## src/rtl/wdog_pkg.sv

```systemverilog
package wdog_pkg;

  localparam int OFS_W = 3;

  typedef enum logic [OFS_W-1:0] {
    OFS_RELOAD = 3'd0,
    OFS_COUNT  = 3'd1,
    OFS_CTRL   = 3'd2,
    OFS_CLEAR  = 3'd3,
    OFS_RAW    = 3'd4,
    OFS_MASKED = 3'd5,
    OFS_STALL  = 3'd6,
    OFS_LOCK   = 3'd7
  } wdog_ofs_e;

  localparam int CTRL_RUN_BIT = 0;
  localparam int CTRL_RST_BIT = 1;

endpackage

```

## src/rtl/wdog_cfg.sv

```systemverilog
module wdog_cfg
  import wdog_pkg::*;
#(
  parameter int          DATA_W = 32,
  parameter logic [DATA_W-1:0] KEY = 32'h1ACC_E55E
) (
  input  logic              clk,
  input  logic              rst_n,
  input  logic              wr_en,
  input  logic              wr_mapped,
  input  wdog_ofs_e         wr_ofs,
  input  logic [DATA_W-1:0] wr_data,
  output logic [DATA_W-1:0] reload_q,
  output logic              run_q,
  output logic              rst_en_q,
  output logic              stall_q,
  output logic              locked_q,
  output logic              reload_wr,
  output logic              run_start
);

  logic wr_hit, cfg_ok, ctrl_wr, stall_wr, lock_wr;
  logic run_d, rst_en_d, stall_d, locked_d;
  logic [DATA_W-1:0] reload_d;

  always_comb begin
    wr_hit    = wr_en && wr_mapped;
    cfg_ok    = wr_hit && !locked_q;
    reload_wr = cfg_ok && (wr_ofs == OFS_RELOAD);
    ctrl_wr   = cfg_ok && (wr_ofs == OFS_CTRL);
    stall_wr  = cfg_ok && (wr_ofs == OFS_STALL);
    lock_wr   = wr_hit && (wr_ofs == OFS_LOCK);
    run_start = ctrl_wr && wr_data[CTRL_RUN_BIT] && !run_q;
    reload_d  = wr_data;
    run_d     = run_q | wr_data[CTRL_RUN_BIT];
    rst_en_d  = wr_data[CTRL_RST_BIT];
    stall_d   = wr_data[0];
    locked_d  = (wr_data != KEY);
  end

  always_ff @(posedge clk or negedge rst_n) begin
    if (!rst_n) begin
      reload_q <= '1;
      run_q    <= 1'b0;
      rst_en_q <= 1'b0;
      stall_q  <= 1'b0;
      locked_q <= 1'b0;
    end else begin
      if (reload_wr) reload_q <= reload_d;
      if (ctrl_wr) begin
        run_q    <= run_d;
        rst_en_q <= rst_en_d;
      end
      if (stall_wr) stall_q  <= stall_d;
      if (lock_wr)  locked_q <= locked_d;
    end
  end

endmodule

```

## src/rtl/wdog_count.sv

```systemverilog
module wdog_count #(
  parameter int DATA_W = 32
) (
  input  logic              clk,
  input  logic              rst_n,
  input  logic              run,
  input  logic              stall,
  input  logic              dbg_halt,
  input  logic [DATA_W-1:0] reload,
  input  logic              reload_wr,
  input  logic              run_start,
  input  logic [DATA_W-1:0] wr_data,
  output logic [DATA_W-1:0] count_q,
  output logic              expire
);

  logic              frozen, advance, cnt_en;
  logic [DATA_W-1:0] count_d;

  always_comb begin
    frozen  = stall && dbg_halt;
    advance = run && !frozen && !reload_wr;
    expire  = advance && (count_q == '0);
    cnt_en  = run_start || (reload_wr && run) || advance;
    if (reload_wr)
      count_d = wr_data;
    else if (run_start || expire)
      count_d = reload;
    else
      count_d = count_q - DATA_W'(1);
  end

  always_ff @(posedge clk or negedge rst_n) begin
    if (!rst_n)      count_q <= '1;
    else if (cnt_en) count_q <= count_d;
  end

endmodule

```

## src/rtl/wdog_status.sv

```systemverilog
module wdog_status (
  input  logic clk,
  input  logic rst_n,
  input  logic expire,
  input  logic zero_load,
  input  logic clear_wr,
  input  logic rst_en,
  output logic raw_q,
  output logic rst_req_q
);

  logic raw_set, raw_d, raw_en, rst_req_d;

  always_comb begin
    raw_set   = expire || zero_load;
    raw_en    = raw_set || clear_wr;
    raw_d     = raw_set;
    rst_req_d = expire && raw_q && rst_en;
  end

  always_ff @(posedge clk or negedge rst_n) begin
    if (!rst_n) begin
      raw_q     <= 1'b0;
      rst_req_q <= 1'b0;
    end else begin
      if (raw_en) raw_q <= raw_d;
      rst_req_q <= rst_req_d;
    end
  end

endmodule

```

## src/rtl/wdog_rdmux.sv

```systemverilog
module wdog_rdmux
  import wdog_pkg::*;
#(
  parameter int DATA_W = 32
) (
  input  logic              rd_mapped,
  input  wdog_ofs_e         rd_ofs,
  input  logic [DATA_W-1:0] reload,
  input  logic [DATA_W-1:0] count,
  input  logic              run,
  input  logic              rst_en,
  input  logic              raw,
  input  logic              stall,
  input  logic              locked,
  output logic [DATA_W-1:0] rd_data
);

  localparam logic [DATA_W-1:0] LOCKED_CODE = DATA_W'(1);

  always_comb begin
    rd_data = '0;
    if (rd_mapped) begin
      case (rd_ofs)
        OFS_RELOAD: rd_data = reload;
        OFS_COUNT:  rd_data = count;
        OFS_CTRL:   rd_data = {{(DATA_W-2){1'b0}}, rst_en, run};
        OFS_RAW:    rd_data = {{(DATA_W-1){1'b0}}, raw};
        OFS_MASKED: rd_data = {{(DATA_W-1){1'b0}}, raw & run};
        OFS_STALL:  rd_data = {{(DATA_W-1){1'b0}}, stall};
        OFS_LOCK:   rd_data = locked ? LOCKED_CODE : '0;
        default:    rd_data = '0;
      endcase
    end
  end

endmodule

```

## src/rtl/wdog_lockable.sv

```systemverilog
module wdog_lockable
  import wdog_pkg::*;
#(
  parameter int                DATA_W = 32,
  parameter int                ADDR_W = 4,
  parameter logic [DATA_W-1:0] KEY    = 32'h1ACC_E55E
) (
  input  logic              clk,
  input  logic              rst_n,
  input  logic              wr_en,
  input  logic [ADDR_W-1:0] wr_addr,
  input  logic [DATA_W-1:0] wr_data,
  input  logic [ADDR_W-1:0] rd_addr,
  output logic [DATA_W-1:0] rd_data,
  input  logic              dbg_halt,
  output logic              irq,
  output logic              rst_req
);

  localparam int HI_W = ADDR_W - OFS_W;

  logic              wr_mapped, rd_mapped;
  wdog_ofs_e         wr_ofs, rd_ofs;
  logic [DATA_W-1:0] reload_q, count_q;
  logic              run_q, rst_en_q, stall_q, locked_q;
  logic              reload_wr, run_start, expire, raw_q;
  logic              zero_load, clear_wr;

  generate
    if (HI_W > 0) begin : g_hi
      assign wr_mapped = (wr_addr[ADDR_W-1:OFS_W] == '0);
      assign rd_mapped = (rd_addr[ADDR_W-1:OFS_W] == '0);
    end else begin : g_flat
      assign wr_mapped = 1'b1;
      assign rd_mapped = 1'b1;
    end
  endgenerate

  assign wr_ofs    = wdog_ofs_e'(wr_addr[OFS_W-1:0]);
  assign rd_ofs    = wdog_ofs_e'(rd_addr[OFS_W-1:0]);
  assign zero_load = reload_wr && (wr_data == '0);
  assign clear_wr  = wr_en && wr_mapped && (wr_ofs == OFS_CLEAR) && wr_data[0];
  assign irq       = raw_q && run_q;

  wdog_cfg #(.DATA_W(DATA_W), .KEY(KEY)) u_cfg (
    .clk(clk), .rst_n(rst_n), .wr_en(wr_en), .wr_mapped(wr_mapped),
    .wr_ofs(wr_ofs), .wr_data(wr_data), .reload_q(reload_q), .run_q(run_q),
    .rst_en_q(rst_en_q), .stall_q(stall_q), .locked_q(locked_q),
    .reload_wr(reload_wr), .run_start(run_start)
  );

  wdog_count #(.DATA_W(DATA_W)) u_count (
    .clk(clk), .rst_n(rst_n), .run(run_q), .stall(stall_q),
    .dbg_halt(dbg_halt), .reload(reload_q), .reload_wr(reload_wr),
    .run_start(run_start), .wr_data(wr_data), .count_q(count_q),
    .expire(expire)
  );

  wdog_status u_status (
    .clk(clk), .rst_n(rst_n), .expire(expire), .zero_load(zero_load),
    .clear_wr(clear_wr), .rst_en(rst_en_q), .raw_q(raw_q),
    .rst_req_q(rst_req)
  );

  wdog_rdmux #(.DATA_W(DATA_W)) u_rdmux (
    .rd_mapped(rd_mapped), .rd_ofs(rd_ofs), .reload(reload_q),
    .count(count_q), .run(run_q), .rst_en(rst_en_q), .raw(raw_q),
    .stall(stall_q), .locked(locked_q), .rd_data(rd_data)
  );

endmodule

```

## config.mk

```make
export PLATFORM = sky130hd
export DESIGN_NAME = wdog_lockable
export DESIGN_NICKNAME = d
export VERILOG_FILES = /design/src/rtl/wdog_pkg.sv /design/src/rtl/wdog_cfg.sv /design/src/rtl/wdog_count.sv /design/src/rtl/wdog_status.sv /design/src/rtl/wdog_rdmux.sv /design/src/rtl/wdog_lockable.sv
export SDC_FILE = /design/constraint.sdc
export NUM_CORES = 1
export LEC_CHECK = 0
export BUFFER_PORTS_ARGS = -buffer_cell sky130_fd_sc_hd__buf_2
export CORE_AREA = 2 2 100 102
export DETAILED_ROUTE_END_ITERATION = 7
export DIE_AREA = 0 0 102 104
export GPL_TIMING_DRIVEN = 0
export PLACE_DENSITY = 0.69
export SLEW_MARGIN = 15
export SYNTH_ARGS = -nofsm -noshare
export SYNTH_HDL_FRONTEND = slang
export SYNTH_SLANG_ARGS = --single-unit
```

## constraint.sdc

```tcl
create_clock -name clk -period 3.8 [get_ports clk]
set_input_delay 0.57 -clock clk [delete_from_list [all_inputs] [get_ports clk]]
set_output_delay 0.57 -clock clk [all_outputs]
set_load 0.1 [all_outputs]
```

======== After elaboration in Yosys (flattened, before gate mapping) ========
Cells that the tools add are included.
storage, ports and cells
  register bits ........................... 70
  input bits .............................. 44
cells by class
  add/subtract/negate cells ............... 1
  eq/ne operators ......................... 11
  mux-type cells .......................... 5
  bitwise gates (word level) .............. 3
  reduce and logical (&&, ||, !) cells .... 32
operators by type and width
  cell                                                  count
  one-hot mux 32 bit (7 select lines)                   1
  2-to-1 mux 32 bit                                     3
  logical NOT 32 bit                                    2
  != test 32 x 29 -> 1 bit (second input constant)      1
  subtractor 32 x 1 -> 32 bit (second input constant)   1
  logical AND 1 bit                                     19
  equality test 3 bit (second input constant)           6
  equality test 3 x 2 -> 1 bit (second input constant)  3
  logical NOT 3 bit                                     2
  logical OR 1 bit                                      5
  logical NOT 1 bit                                     4
  equality test 3 x 1 -> 1 bit (second input constant)  1
  bitwise AND 1 bit                                     1
  2-to-1 mux 1 bit                                      1
  inverter 1 bit                                        1
  bitwise OR 1 bit                                      1

======== Depth between registers and ports, before layout ========
Gate-level depths: netlist of the first run.
  depth in word-level cells ............... 10
  mapped depth ............................ 10

======== Hierarchy ========
A second synthesis of the first run with hierarchy kept.
unflattened totals
  cells, all modules ...................... 529
  area total of the unflattened synthesis .. 5,262.5 µm²
modules (own cells, without submodules)
  module         instances  cells an instance  area an instance (µm²)  sequential area each (µm²)
  wdog_count     1          320                2,560.0                 840.8
  wdog_cfg       1          98                 1,680.4                 940.9
  wdog_rdmux     1          88                 818.3                   0.0
  wdog_lockable  1          17                 133.9                   0.0
  wdog_status    1          6                  70.1                    50.0

======== Worst setup path before layout of the first run ========
OpenSTA, ideal clock, no wires.
  path type ............................... in2out
  start point ............................. input rd_addr[0]
  end point ............................... output rd_data[0]
  arrival time ............................ 3,357 ps
  slack ................................... -127 ps
  stages .................................. 4
  buffers on the path ..................... 1
  cells stage by stage .................... clkbuf_1 mux2_2 a21oi_1 a211oi_1
on the way
  longest elaborated chain between the ends .. 3
  elaborated cells between the ends (all ways) .. 9
  classes of those cells .................. 6 x eq/ne; 2 x mux; 1 x reduce/logical
RTL lines
  what                                         line                 text
  from (decl)                                  wdog_lockable.sv:13  input logic [ADDR_W-1:0] rd_addr,
  equality test 3 bit (tied with other cells)  wdog_rdmux.sv:23     case (rd_ofs)
  one-hot mux 32 bit (7 select lines) *        wdog_rdmux.sv:23
  2-to-1 mux 32 bit *                          wdog_rdmux.sv:22     if (rd_mapped) begin
  to (decl)                                    wdog_lockable.sv:14  output logic [DATA_W-1:0] rd_data,
Mark *: on every way between the ends. The rest lies on a longest branch, timed or not.

======== Worst setup path in the final report of the first run ========
  start point ............................. register u_count.count_q[0]
  end point ............................... register u_count.count_q[5]
on the way
  longest elaborated chain between the ends .. 5
  elaborated cells between the ends (all ways) .. 6
  classes of those cells .................. 1 x add/sub; 2 x mux; 3 x reduce/logical
RTL lines
  what                                                                 line              text
  from (decl)                                                          wdog_count.sv:13  output logic [DATA_W-1:0] count_q,
  from (signal assigned)                                               wdog_count.sv:35  else if (cnt_en) count_q <= count_d;
  branches (longest 3 deep; another with subtractor 32 x 1 -> 32 bit)  -
  2-to-1 mux 32 bit *                                                  wdog_count.sv:27  else if (run_start || expire)
  2-to-1 mux 32 bit *                                                  wdog_count.sv:25  if (reload_wr)
Every way passes the cells marked *.
A chain may end at the register's enable or synchronous reset.

==> results of run 1 <==
[final cells by class]
type / instances / area (um^2)
clock inverters: 3 / 42.54
well taps: 133 / 166.4
multi-input cells: 434 / 2480
fillers: 942 / 4267
repair buffers: 75 / 400.4
flip-flops and latches: 70 / 1832
inverters: 8 / 30.03
plain buffers: 43 / 172.7
clock buffers: 13 / 158.9
[worst max-delay path: stages, from the launching register on]
cell	delay, ps
dfstp_2	390
inv_1	80
ha_1	210
or3b_2	450
clkbuf_1	280
or4_4	590
nor4_4	450
nor2_1	310
buf_2	300
a221oi_2	260
o2bb2ai_1	100
[worst max path at each step]
stage	end	slack [ps]	cells past startpoint
floorplan	rd_data[1]	140	5
global placement	u_count.count_q[24]	250	7
detailed placement	u_count.count_q[14]	310	8
CTS	u_count.count_q[5]	410	10
global route	u_count.count_q[5]	160	10
finish	u_count.count_q[5]	290	10
[flip-flops by register name (all words and copies together), names as in the netlist]
register and flops:
u_cfg.reload_q 32, u_count.count_q 32, u_cfg.locked_q 1, u_cfg.rst_en_q 1, u_cfg.run_q 1, u_cfg.stall_q 1, u_status.raw_q 1, u_status.rst_req_q 1
[power groups by stage]
| stage | sequential (W) | combinational [W] | clock [W] |
|---|---|---|---|
| 3_3_place_gp | 0.00126 | 0.000766 | 0 |
| 5_1_grt | 0.00131 | 0.000866 | 0.000674 |
| 2_1_floorplan | 0.00120 | 0.000579 | 0 |
| 6_report | 0.00127 | 0.000798 | 0.000643 |
| 3_5_place_dp | 0.00127 | 0.000786 | 0 |
| 4_1_cts | 0.00126 | 0.000787 | 0.000645 |
[kinds of logic (layout without fill, tap and decap cells)]
kind of cell,count (synthesis),count (layout),share of synthesized area
AND/OR/NAND/NOR,271,271,0.2894
flip-flops,70,70,0.4062
AO/OA/AOI/OAI,154,154,0.2389
buffers and inverters,51,142,0.04495
adder cells (fa/ha/maj),1,1,0.002774
XOR/XNOR,3,3,0.005828
multiplexers,5,5,0.01193
[layout by cell type, fill, tap and decap left out, drive strengths merged, types with 7 or more instances in the layout]
master / instances
nand2: 107
buf: 83
dfstp: 64
nor2: 54
clkbuf: 48
a22oi: 36
a21oi: 27
o21ai: 22
nor4: 20
nor3: 19
nand3: 18
or4: 12
nand4: 9
o211ai: 9
inv: 8
a31oi: 7
[routing by layer]
layer / GRT usage / wire length (um) / share of wire / vias to the layer above
li1: - / - / - / 2237
met4: 0.1343 / 566 / 0.032 / 0
met1: 0.4798 / 7377 / 0.42 / 2410
met5: 0 / 0 / 0 / -
met3: 0.06183 / 1651 / 0.095 / 56
met2: 0.5150 / 7845 / 0.45 / 302
[through the flow]
stage / util / cell area [um^2]
finish: 0.5532 / 5283
global route: 0.5532 / 5283
CTS: 0.5532 / 5283
detailed placement: 0.5321 / 5081
global placement: 0.5290 / 5051
floorplan: - / 4514
==> impl_metrics.py, run 1 <==
metrics = {
    "status": {
        "status": "finished, final reports clean",
    },
    "power": {
        "p_seq_frac": 0.469,
        "p_clk_frac": 0.237,
        "pwr_density_cell_nw_per_um2": 513.3,
        "internal_power_w": 0.001661,
        "p_sw_w": 0.001051,
        "power_leakage_nw": 2.142,
        "p_comb_frac": 0.294,
        "finalPower_w": 0.002712,
        "vdd_drop_max_mv": 0.2994,
        "swShare": 0.3876,
    },
    "synthesis": {
        "synth_seq_area_share": 0.4062,
        "synth_most_common_cell": "nand2_1",
        "synth.ff_latch_count": 70,
        "syn_inst": 555,
        "synth_async_sr_flop_share": 1.000,
        "synth_cell_types": 62,
        "synth_top_area_share": 0.3729,
        "syn-num-nets": 600,
        "synth_ff_type": "dfstp_2",
        "synth_common_cells": "nand2_1, dfstp_2, nor2_1",
        "synth_area_um2": 4509,
        "avgSynthCellArea_um2": 8.125,
        "synth_warnings": 0,
        "synth_top_area_cell": "dfstp_2",
        "synthTopCellsByArea": "dfstp_2, nand2_1, a22oi_1",
        "synth-edff-count": 0,
    },
    "timing": {
        "rsz0062_at_grt": "no",
        "tns_ps": 0,
        "min_period_ps": 3510,
        "final_hold_viol_count": 0,
        "clock_skew_ps": 11.56,
        "setup-violations-final": 0,
        "post-route-period-util": 0.9238,
        "setup_ws_ps": 289.5,
        "max_freq_mhz": 284.9,
        "slew_viol_final": 0,
        "whs_ps": 116.8,
        "tightest_slew_ps": 908.3,
        "maxSlewHeadroom": 0.3889,
    },
    "worst_setup_path": {
        "crit_start": "u_count.count_q[0]",
        "crit_path_max_fanout": 10,
        "r2r-start": "u_count.count_q[0]",
        "cp.arrival_ps": 3800,
        "crit_path_end_kind": "flip-flop",
        "r2r_end": "u_count.count_q[5]",
        "path_class": "reg -> reg",
        "cp-start-kind": "flip-flop",
        "critPathRequiredTime_ps": 4080,
        "timing.reg2reg.setup_slack_ps": 290,
        "r2r_cells": 10,
    },
    "finish": {
        "drive_gt1_frac": 0.2647,
        "diodes": 0,
        "fin_cells": 779,
        "syn_to_final_growth_pct": 17.15,
        "fin_nets": 686,
    },
    "die": {
        "die-area_um2": 10610,
        "fp.coreArea_um2": 9549,
        "die_h_um": 104,
        "io_pins": 78,
        "die_width_um": 102,
        "fp-row-count": 36,
        "start_util": 0.4722,
    },
    "clock_network": {
        "postCtsSetupBuffers": 0,
        "clkTransAtPathRegs_ps": 80,
        "numCtsBuffers": 9,
        "htreeDepth": 3,
        "insertion_delay_ps": 370,
        "ctsResizeCount": 0,
        "clock-sinks": 70,
        "cts_tree": "yes",
        "cts_buffer_depth": 2,
        "holdBufCountCts": 0,
        "root_buffer": "clkbuf_8",
    },
    "placed_design": {
        "dpl_worst_slack_ps": 305.8,
        "hpwl_mm": 12.31,
        "dp_cells": 763,
        "numPortBuffers": 74,
        "place_congestion": 0.9791,
    },
    "global_routing": {
        "track_usage": 0.3403,
        "antenna_found_initial": 0,
        "overflow": 0,
        "grt_pass1_vias": 4809,
        "grt_max_degree": 45,
        "grt_first_pass_wirelength_mm": 27.37,
    },
    "detailed_routing": {
        "vias": 5005,
        "drt-pass1-iter-count": 5,
        "ant_nets": 0,
        "wire_per_inst_um": 22.39,
        "drtIter0Drc": 515,
        "routed_wl_mm": 17.44,
        "via_per_inst": 6.425,
        "remaining_drc_errors": 0,
    },
    "job": {
        "cap_viol_max_count": 0,
    },
    "hold_path": {
        "min_path_type": "in -> async",
    },
}
Power figures use the tool's default switching activity.
==> run 2, diff against run 1 <==
==> constraint.sdc (replaced) <==
create_clock -name clk -period 3.8 [get_ports clk]
set_input_delay 0.38 -clock clk [delete_from_list [all_inputs] [get_ports clk]]
set_output_delay 0.38 -clock clk [all_outputs]
set_load 0.1 [all_outputs]
==> run 2 against run 1 <==
  * Wire length rose by 1.3%
  * Clock skew decreased by 2.4 ps
  * Largest power group unchanged
  * Final cell count fell by 0.13%
  * Largest cell class unchanged
  * Die area unchanged
  * Hold slack better by 110 ps
  * Critical path type unchanged
  * Non-clock buffer count stayed put
  * Combinational power hardly changed
  * Register-to-register slack lost 90 ps
  * Setup slack got worse by 91 ps
  * Final area barely moved
==> impl_metrics.py, run 2 (synthesized netlist as in run 1, its figures left out) <==
metrics = {
    "detailed_routing": {
        "drtIter0Drc": 417,
        "routed_wl_mm": 17.67,
        "remaining_drc_errors": 0,
        "drt-pass1-iter-count": 7,
        "wire_per_inst_um": 22.71,
        "via_per_inst": 6.443,
        "vias": 5013,
        "ant_nets": 0,
    },
    "power": {
        "finalPower_w": 0.002751,
        "power_leakage_nw": 2.152,
        "pwr_density_cell_nw_per_um2": 520.5,
        "vdd_drop_max_mv": 0.2995,
    },
    "timing": {
        "max_freq_mhz": 277.7,
        "rsz0062_at_grt": "no",
        "final_hold_viol_count": 0,
        "min_period_ps": 3601,
        "post-route-period-util": 0.9476,
        "setup_ws_ps": 199.0,
        "slew_viol_final": 0,
        "tns_ps": 0,
        "setup-violations-final": 0,
        "maxSlewHeadroom": 0.4368,
        "clock_skew_ps": 9.204,
        "tightest_slew_ps": 837.1,
    },
    "global_routing": {
        "grt_first_pass_wirelength_mm": 27.09,
        "grt_max_degree": 39,
        "grt_pass1_vias": 4883,
        "antenna_found_initial": 1,
        "track_usage": 0.3388,
        "overflow": 0,
    },
    "finish": {
        "drive_gt1_frac": 0.2651,
        "regArea_um2": 1832,
        "final_util": 0.5535,
        "syn_to_final_growth_pct": 17.20,
        "fin_nets": 686,
        "fillers": 925,
        "multiInputGateArea_um2": 2475,
        "biggestRegsByFlops": "u_cfg.reload_q x32, u_count.count_q x32",
        "diodes": 0,
        "final_cell_mix": "nand2_1, buf_2, dfstp_2",
        "layout_commonest_cell": "nand2_1",
    },
    "die": {
        "io_pins": 78,
        "die_h_um": 104,
        "fp.coreArea_um2": 9549,
        "fp-row-count": 36,
        "die_width_um": 102,
        "die-area_um2": 10610,
        "start_util": 0.4722,
    },
    "worst_setup_path": {
        "crit_path_max_fanout": 10,
        "crit_start": "u_count.count_q[0]",
        "path_class": "reg -> reg",
        "crit_path_end_kind": "flip-flop",
        "cp-start-kind": "flip-flop",
        "cp.arrival_ps": 3870,
        "critPathRequiredTime_ps": 4070,
        "r2r-start": "u_count.count_q[0]",
    },
    "placed_design": {
        "place_congestion": 0.9960,
        "hpwl_mm": 12.49,
        "dpl_worst_slack_ps": 335.4,
        "numPortBuffers": 74,
    },
    "status": {
        "status": "finished, final reports clean",
    },
    "hold_path": {
        "worstHoldStart": "wr_data[17]",
        "min_path_type": "in -> reg",
    },
    "job": {
        "cap_viol_max_count": 0,
    },
    "clock_network": {
        "clock-sinks": 70,
        "root_buffer": "clkbuf_8",
        "postCtsSetupBuffers": 0,
        "cts_buffer_depth": 2,
        "ctsResizeCount": 0,
        "htreeDepth": 3,
        "insertion_delay_ps": 370,
        "numCtsBuffers": 9,
        "clkTransAtPathRegs_ps": 80,
        "holdBufCountCts": 0,
        "cts_tree": "yes",
    },
}
[run 2: cell count changes in the layout (fill, tap and decap cells not counted)]
cell        before  now
clkinv_2         1    2
buf_12           0    1
buf_16           1    0
a211oi_2         1    0
a211oi_1         5    6
clkinvlp_4       1    0
clkbuf_16        0    1
clkbuf_1        37   35
[run 2: final timing paths]
| kind | to | slack, ps | depth (start not counted) |
|---|---|---|---|
| max reg2reg | u_count.count_q[5] | 200 | 10 |
| min in group asynchronous | u_cfg.reload_q[7] | 260 | 1 |
| min | u_cfg.reload_q[17] | 230 | 3 |
| max | u_count.count_q[5] | 200 | 10 |
| max in group asynchronous | u_cfg.reload_q[20] | 3220 | 2 |
| min reg2reg | u_cfg.reload_q[11] | 470 | 2 |
[run 2: metrics by stage]
stage | instances | hold WS (ps) | cell area [um^2]
2_1_floorplan | 555 | 84.41 | 4509
3_3_place_gp | 762 | 456.2 | 5046
3_5_place_dp | 763 | 460.0 | 5069
4_1_cts | 778 | 230.2 | 5285
5_1_grt | 778 | 248.3 | 5285
6_report | 778 | 231.5 | 5285
[run 2: critical path, stage by stage (launching register included)]
cell and delay (ps):
dfstp_2 390, inv_1 90, ha_1 220, or3b_2 460, clkbuf_1 270, or4_4 580
nor4_4 460, nor2_1 330, buf_2 310, a221oi_2 280, o2bb2ai_1 110
[run 2: layer usage]
metal  GRT usage  up-vias  part of all wire
met4      0.1686        0             0.039
met2      0.5023      314              0.45
met5           0        -                 0
met3     0.08602       58              0.11
met1      0.4556     2405              0.40
li1            -     2236                 -
[run 2: power by group]
part / switching (W) / internal (W)
clock: 0.000305 / 0.000373
combinational: 0.000533 / 0.000267
sequential: 0.000219 / 0.00105
[run 2: cell type report]
cell class              instances  share of cell area
multi-input cells             434              0.4683
flip-flops and latches         70              0.3466
repair buffers                 75             0.07434
clock buffers                  12             0.03338
plain buffers                  43             0.03267
well taps                     133             0.03149
clock inverters                 3            0.007576
inverters                       8            0.005682
